$ cat config.mk
export PLATFORM = sky130hd
export DESIGN_NAME = wwd_top
export DESIGN_NICKNAME = d
export VERILOG_FILES = /design/src/rtl/wwd_pkg.sv /design/src/rtl/wwd_strap_decode.sv /design/src/rtl/wwd_beat_edge.sv /design/src/rtl/wwd_window_timer.sv /design/src/rtl/wwd_top.sv
export SDC_FILE = /design/constraint.sdc
export NUM_CORES = 1
export LEC_CHECK = 0
export BUFFER_PORTS_ARGS = -buffer_cell sky130_fd_sc_hd__buf_2
export CORE_MARGIN = 2
export CORE_UTILIZATION = 54
export DETAILED_ROUTE_END_ITERATION = 12
export PLACE_DENSITY_LB_ADDON = 0.08
export SYNTH_ARGS = -nofsm -noshare
export SYNTH_HDL_FRONTEND = slang
export SYNTH_SLANG_ARGS = --single-unit
export TNS_END_PERCENT = 50
$ cat constraint.sdc
create_clock -name clk -period 1.9 [get_ports clk]
set_clock_uncertainty 0.1 [all_clocks]
set_input_delay 0.38 -clock clk [delete_from_list [all_inputs] [get_ports clk]]
set_output_delay 0.38 -clock clk [all_outputs]
set_load 0.01 [all_outputs]
$ cat src/rtl/wwd_pkg.sv
package wwd_pkg;

    // Strap code {sel_a, sel_b}
    typedef enum logic [1:0] {
        WIN_R8  = 2'b00,
        WIN_R16 = 2'b01,
        WIN_OFF = 2'b10,
        WIN_R64 = 2'b11
    } win_mode_e;

    // Outcome of one timer evaluation
    typedef enum logic [1:0] {
        VERD_NONE,
        VERD_OK,
        VERD_EARLY,
        VERD_LATE
    } verdict_e;

    // Sticky status, bit 1 late, bit 0 early
    typedef struct packed {
        logic late;
        logic early;
    } fault_kind_t;

    localparam int unsigned MODE_COUNT = 4;

    // log2 of the window ratio; the off code maps to 0 (unused)
    function automatic int unsigned ratio_shift(input win_mode_e m);
        case (m)
            WIN_R8:  return 3;
            WIN_R16: return 4;
            WIN_R64: return 6;
            default: return 0;
        endcase
    endfunction

endpackage

$ cat src/rtl/wwd_strap_decode.sv
module wwd_strap_decode
    import wwd_pkg::*;
#(
    parameter int unsigned SLOW_LIMIT = 512,
    parameter int unsigned CNT_W      = 10
) (
    input  logic             clk,
    input  logic             rst,
    input  logic             sel_a,
    input  logic             sel_b,
    output logic             win_enable,
    output logic             strap_moved,
    output logic [CNT_W-1:0] fast_limit
);

    win_mode_e        mode_now;
    win_mode_e        mode_q;
    logic [CNT_W-1:0] fast_tab [MODE_COUNT];

    assign mode_now = win_mode_e'({sel_a, sel_b});

    // One fast limit per strap code, computed from the slow limit
    for (genvar g = 0; g < MODE_COUNT; g++) begin : g_fast
        assign fast_tab[g] = CNT_W'(SLOW_LIMIT >> ratio_shift(win_mode_e'(2'(g))));
    end

    // Reset loads the present code so no change is seen on the first edge
    always_ff @(posedge clk) begin
        if (rst) begin
            mode_q <= mode_now;
        end else begin
            mode_q <= mode_now;
        end
    end

    assign fast_limit  = fast_tab[{sel_a, sel_b}];
    assign win_enable  = (mode_now != WIN_OFF);
    assign strap_moved = (mode_now != mode_q);

endmodule

$ cat src/rtl/wwd_beat_edge.sv
module wwd_beat_edge (
    input  logic clk,
    input  logic rst,
    input  logic hb_in,
    input  logic sys_rst_active,
    output logic beat_fall,
    output logic rst_released
);

    logic hb_q;
    logic act_q;

    always_ff @(posedge clk) begin
        if (rst) begin
            hb_q  <= 1'b0;
            act_q <= 1'b1;
        end else begin
            hb_q  <= hb_in;
            act_q <= sys_rst_active;
        end
    end

    assign beat_fall    = hb_q & ~hb_in;
    assign rst_released = act_q & ~sys_rst_active;

endmodule

$ cat src/rtl/wwd_window_timer.sv
module wwd_window_timer
    import wwd_pkg::*;
#(
    parameter int unsigned SLOW_LIMIT = 512,
    parameter int unsigned CNT_W      = 10
) (
    input  logic             clk,
    input  logic             rst,
    input  logic             hold,
    input  logic             beat_fall,
    input  logic             rst_released,
    input  logic [CNT_W-1:0] fast_limit,
    output logic             fault_pulse,
    output fault_kind_t      fault_kind
);

    localparam logic [CNT_W-1:0] SLOW_C  = CNT_W'(SLOW_LIMIT);
    localparam logic [CNT_W-1:0] CNT_ONE = CNT_W'(1);

    logic [CNT_W-1:0] cnt;
    logic [CNT_W-1:0] cnt_next;
    verdict_e         verdict;
    fault_kind_t      kind_next;

    // cnt holds n, the index of the edge being evaluated
    always_comb begin
        verdict  = VERD_NONE;
        cnt_next = cnt + 1'b1;
        if (hold) begin
            cnt_next = CNT_ONE;
        end else if (cnt == SLOW_C) begin
            verdict  = VERD_LATE;
            cnt_next = CNT_ONE;
        end else if (beat_fall) begin
            verdict  = (cnt < fast_limit) ? VERD_EARLY : VERD_OK;
            cnt_next = CNT_ONE;
        end
    end

    always_comb begin
        kind_next = rst_released ? '0 : fault_kind;
        if (verdict == VERD_EARLY) kind_next.early = 1'b1;
        if (verdict == VERD_LATE)  kind_next.late  = 1'b1;
    end

    always_ff @(posedge clk) begin
        if (rst) begin
            cnt         <= CNT_ONE;
            fault_pulse <= 1'b0;
            fault_kind  <= '0;
        end else begin
            cnt         <= cnt_next;
            fault_pulse <= (verdict == VERD_EARLY) || (verdict == VERD_LATE);
            fault_kind  <= kind_next;
        end
    end

endmodule

$ cat src/rtl/wwd_top.sv
module wwd_top
    import wwd_pkg::*;
#(
    parameter int unsigned SLOW_LIMIT = 512
) (
    input  logic       clk,
    input  logic       rst,
    input  logic       hb_in,
    input  logic       sys_rst_active,
    input  logic       sel_a,
    input  logic       sel_b,
    output logic       fault_pulse,
    output logic [1:0] fault_kind
);

    localparam int unsigned CNT_W = $clog2(SLOW_LIMIT + 1);

    logic             win_enable;
    logic             strap_moved;
    logic [CNT_W-1:0] fast_limit;
    logic             beat_fall;
    logic             rst_released;
    logic             hold;
    fault_kind_t      kind_s;

    wwd_strap_decode #(
        .SLOW_LIMIT (SLOW_LIMIT),
        .CNT_W      (CNT_W)
    ) u_decode (
        .clk         (clk),
        .rst         (rst),
        .sel_a       (sel_a),
        .sel_b       (sel_b),
        .win_enable  (win_enable),
        .strap_moved (strap_moved),
        .fast_limit  (fast_limit)
    );

    wwd_beat_edge u_edge (
        .clk            (clk),
        .rst            (rst),
        .hb_in          (hb_in),
        .sys_rst_active (sys_rst_active),
        .beat_fall      (beat_fall),
        .rst_released   (rst_released)
    );

    assign hold = sys_rst_active | strap_moved | ~win_enable;

    wwd_window_timer #(
        .SLOW_LIMIT (SLOW_LIMIT),
        .CNT_W      (CNT_W)
    ) u_timer (
        .clk          (clk),
        .rst          (rst),
        .hold         (hold),
        .beat_fall    (beat_fall),
        .rst_released (rst_released),
        .fast_limit   (fast_limit),
        .fault_pulse  (fault_pulse),
        .fault_kind   (kind_s)
    );

    assign fault_kind = kind_s;

endmodule

-- Word-level counts from Yosys, hierarchy flattened
Index checks and enable logic that the tools add are counted.
- flip-flop bits (word level): 17
- word-level logic and storage cells: 37
- bits of input ports: 6
- output and inout port bits: 3
- $lt $le $gt $ge: 2
- muxes and demuxes: 10
- $add $sub $neg: 1
- reductions and logical operators: 4
- bitwise operators: 8
- equality and inequality tests: 5
- operators with widths (cell ; count):
    10-bit binary-select mux with 2-bit select ; 1
    10-bit 2-to-1 mux ; 2
    10-bit by 1-bit adder with 10-bit output (second input constant) ; 1
    10-bit equality test (second input constant) ; 1
    10-bit < comparator ; 1
    2-bit 2-to-1 mux ; 5
    2-bit equality test (second input constant) ; 2
    2-bit nonzero test ; 2
    4-bit OR reduction ; 1
    3-bit greater-or-equal comparator (second input constant) ; 1
    1-bit NOT ; 3
    2-bit NOT with 3-bit output ; 1
    1-bit bitwise AND ; 2
    1-bit 2-to-1 mux ; 2
    2-bit inequality test ; 1
    2-bit inequality test (second input constant) ; 1
    1-bit bitwise OR ; 2
    1-bit logical OR ; 1

-- Longest topological paths before layout
- depth after elaboration: 11
- depth in mapped cells: 6
- gate-level depth less buffers: 6

-- Hierarchy
Synthesis repeated with hierarchy kept, for this count alone.
- cell total of the unflattened synthesis: 118
- area total of the unflattened synthesis: 1007.2 µm²
- modules (own cells, without submodules) (module ; cells each ; area each (µm²) ; times used):
    wwd_window_timer ; 94 ; 794.5 ; 1
    wwd_strap_decode ; 17 ; 136.4 ; 1
    wwd_beat_edge ; 6 ; 67.6 ; 1
    wwd_top ; 1 ; 8.8 ; 1

-- Worst setup path before layout
OpenSTA, ideal clock, no wires.
- kind: input port to flip-flop
- start point: input port sel_a
- end point: register u_timer.fault_pulse
- setup time: 70 ps
- cell stages on the path: 6
- arrival time: 1389 ps
- path buffers: 0
- path slack: 341 ps
- data required time: 1730 ps
- cells stage by stage: or2_2 > ha_1 > o31a_1 > nor3_1 > o21ai_0 > a21oi_1
- longest elaborated chain between the ends: 11
- elaborated cells on any way between the ends: 17
- classes of those cells: 1 x order compare; 4 x eq/ne; 7 x mux; 4 x bitwise; 1 x reduce/logical
- RTL lines (element ; line ; source):
    start, declared ; wwd_top.sv:10 ; input logic sel_a,
    2-bit NOT with 3-bit output (implied by the code) ; wwd_strap_decode.sv:36 ; assign fast_limit = fast_tab[{sel_a, sel_b}];
    10-bit binary-select mux with 2-bit select ; wwd_strap_decode.sv:36 ;
    10-bit 2-to-1 mux (implied by the code) (2 in a row) ; wwd_strap_decode.sv:36 ;
    10-bit < comparator ; wwd_window_timer.sv:35 ; verdict = (cnt < fast_limit) ? VERD_EARLY : VERD_OK;
    2-bit 2-to-1 mux ; wwd_window_timer.sv:35 ;
    2-bit 2-to-1 mux ; wwd_window_timer.sv:34 ; end else if (beat_fall) begin
    2-bit 2-to-1 mux ; wwd_window_timer.sv:31 ; end else if (cnt == SLOW_C) begin
    2-bit 2-to-1 mux * ; wwd_window_timer.sv:29 ; if (hold) begin
    2-bit equality test ; wwd_window_timer.sv:53 ; fault_pulse <= (verdict == VERD_EARLY) || (verdict == VERD_LATE);
    1-bit logical OR * ; wwd_window_timer.sv:53 ;
    end signal, assigned ; wwd_window_timer.sv:53 ;
    end, declared ; wwd_window_timer.sv:13 ; output logic fault_pulse,
Every way passes the cells marked *; elsewhere a longest branch is shown, timed or not. The select of a mux whose other input is x is not followed.
A chain may end at the register's enable or synchronous reset.

-- Worst setup path after layout
Same ends and word-level chain as after synthesis.

==> flow_metrics.env <==
export IMPL_min_period_over_period_pct=79.7
export IMPL_diodes=0
export IMPL_reg2regPathDepth=4
export IMPL_synth_flop_cell="dfxtp_1"
export IMPL_hold_path_end="u_decode.mode_q[1]$_DFF_P_"
export IMPL_chipHeight_um=41.9
export IMPL_synth_top_area_share_pct=43.9
export IMPL_drtPass1Iterations=2
export IMPL_drive_above_1_share_pct=16.1
export IMPL_power_density_mw_per_mm2=682
export IMPL_ctsResizeCount=0
export IMPL_setup_viol=0
export IMPL_antenna_found_initial=0
export IMPL_hpwlAfterDp_um=1000
export IMPL_wl_per_cell_um=12.1
export IMPL_cts_inserted_buffers=3
export IMPL_ant_nets=0
export IMPL_grt_pass1_vias=552
export IMPL_synth_net_count=92
export IMPL_crit_path_max_incr_delay_ns=0.30
export IMPL_endpoint_kind="flip-flop"
export IMPL_min_period_ns=1.51
export IMPL_fillers=120
export IMPL_drc=0
export IMPL_syn_area_um2=776
export IMPL_mostFrequentLayoutCells="dfxtp_1 (17), nor2_1 (11), buf_2 (8), xor2_1 (6), ha_1 (5)"
export IMPL_post_place_cells=104
export IMPL_crit_path_start="sel_a"
export IMPL_wirelength_um=1310
export IMPL_mostFrequentLayoutCell="dfxtp_1"
export IMPL_r2r_start="u_decode.mode_q[1]$_DFF_P_"
export IMPL_io_pins=9
export IMPL_critical_path_top_delay_family="compound AO/OA/AOI/OAI gates"
export IMPL_area_delta_synth_final_pct=11.0
export IMPL_maxSlewViolCount=0
export IMPL_critPathLaunchType="input port"
export IMPL_synth_edf_count=0
export IMPL_synth_area_per_cell_um2=9.58
export IMPL_core_area_mm2=0.00132
export IMPL_cts_setup_buffers=0
export IMPL_rsz0062_at_grt="false"
export IMPL_clock_root_buffer="clkbuf_4"
export IMPL_via_per_inst=5.42
export IMPL_ys_seq_area_share_pct=43.9
export IMPL_async_reset_ff_share_pct=0
export IMPL_leakage_nw=0.352
export IMPL_h_tree_depth=1
export IMPL_grt_max_degree=11
export IMPL_drtIter0Drc=6
export IMPL_setup_tns_ns=0
export IMPL_drv_cap=0
export IMPL_worstHoldPathCells=1
export IMPL_r2r_slack_ns=0.46
export IMPL_worst_endpoint_required_ns=2.02
export IMPL_synth_area_leaders="dfxtp_1 (44%), ha_1 (8.1%), xor2_1 (6.8%), nor2_1 (5.3%), xnor2_1 (3.4%)"
export IMPL_fin_util_pct=65.3
export IMPL_nNetsFinal=105
export IMPL_cts_path_max_buffers=2
export IMPL_overflow=0
export IMPL_portBuffers=8
export IMPL_clk_pin_slew_worst_paths_ns=0.09
export IMPL_yosysUniqueCellTypes=26
export IMPL_arrival_ns=1.63
export IMPL_dieArea_mm2=0.00176
export IMPL_tightest_slew_ns=0.313
export IMPL_cts_tree="built"
export IMPL_peakVddDrop_uv=472
export IMPL_rows=13
export IMPL_layout_cells_non_filler=108
export IMPL_min_from="sel_a"
export IMPL_max_freq_ghz=0.661
export IMPL_critPathBufInv=1
export IMPL_regToRegEndpoint="u_timer.cnt[0]$_SDFF_PP1_"
export IMPL_grt_usage_pct=18.2
export IMPL_cts_num_sinks=17
export IMPL_clk_latency_ns=0.28
export IMPL_slowest_stage="or2_2"
export IMPL_synth_top_cell_by_area="dfxtp_1"
export IMPL_finalHoldViolCount=0
export IMPL_start_util_pct=58.9
export IMPL_hold_class="input port to flip-flop"
export IMPL_ctsHoldBuffers=0
export IMPL_worstPathMaxFanout=7
export IMPL_synthCells=81
export IMPL_status="completed"
export IMPL_ys_seq_elements=17
export IMPL_dr_total_vias=585
export IMPL_die_w_um=41.9
export IMPL_path_cells="buf_2 > or2_2 > ha_1 > o31a_1 > nor3_1 > o21ai_0 > a21oi_1"
export IMPL_grt_pass1_wl_um=2440
export IMPL_crit_type="input port to flip-flop"
export IMPL_place_congestion=0.757
export IMPL_yosys_warnings=0
export IMPL_relSlewSlack_pct=79.0
-- power breakdown --
group | internal (W) | total [W] | switching (W)
registers | 0.000362 | 0.000365 | 0.00000276
clock network | 0.0000814 | 0.000187 | 0.000106
logic | 0.0000167 | 0.0000349 | 0.0000183
-- cell type report --
cell class,count,area [um2],area share [%]
sequential,17,340,39.5
timing repair buffer,8,40.0,4.65
inverter,4,15.0,1.74
tap,15,18.8,2.18
multi-input combinational,60,420,48.8
clock buffer,4,26.3,3.05
-- cells by family after synthesis --
group / count (synthesis) / share of synthesized area, %
compound gates: 8 / 6.61
xor+xnor: 9 / 10.2
fa+ha+maj: 5 / 8.06
buf+inv: 4 / 1.93
flops: 17 / 43.9
simple gates: 38 / 29.4
-- how the worst max path moves through the flow --
stage / end / slack (ns) / cells after the start
after floorplan: u_timer.fault_pulse$_SDFF_PP0_ / 0.34 / 6
after global placement: u_timer.fault_pulse$_SDFF_PP0_ / 0.13 / 7
after detailed placement: u_timer.fault_pulse$_SDFF_PP0_ / 0.10 / 7
after CTS: u_timer.fault_pulse$_SDFF_PP0_ / 0.40 / 7
after global routing: u_timer.cnt[0]$_SDFF_PP1_ / 0.32 / 4
final: u_timer.fault_pulse$_SDFF_PP0_ / 0.39 / 7
-- flip-flops by register name (all words and copies together) (netlist names) --
signal and cells:
u_timer.fault_pulse 1, u_edge.act_q 1, u_timer.fault_kind 2, u_edge.hb_q 1
u_decode.mode_q 2, u_timer.cnt 10
-- worst register-to-register path, delay by kind of cell, from the launching register on --
family / cells / cell delay (ns)
flops: 1 / 0.33
compound gates: 1 / 0.16
simple gates: 3 / 0.76
-- through the flow --
step / cell area, um2 / power, W / hold WS (ns) / worst slack (ns)
after global placement: 835 / 0.000407 / 0.339 / 0.130
final: 861 / 0.000587 / 0.173 / 0.387
after detailed placement: 835 / 0.000408 / 0.353 / 0.102
after global routing: 861 / 0.000620 / 0.172 / 0.323
after CTS: 861 / 0.000595 / 0.160 / 0.396
after floorplan: 776 / 0.000394 / 0.308 / 0.341
-- metal layers --
| metal | up-vias | routed length (um) | GRT usage [%] |
|---|---|---|---|
| met4 | 0 | 14 | 10.3 |
| li1 | 309 | - | - |
| met5 | - | 0 | 0 |
| met1 | 266 | 609 | 23.0 |
| met3 | 2 | 40 | 3.04 |
| met2 | 8 | 642 | 29.1 |
-- cells in the mapped netlist (2+ instances only) --
library cell and count:
nand2_1 4, and3_1 2, xnor2_1 3, nor4_1 2, dfxtp_1 17, nor2_1 11
inv_1 4, nand4_1 3, a21oi_1 2, or2_1 2, nand3_1 3, xor2_1 6
ha_1 5, nand2b_1 3, o21ai_0 3
(Power assumes the default switching activity.)
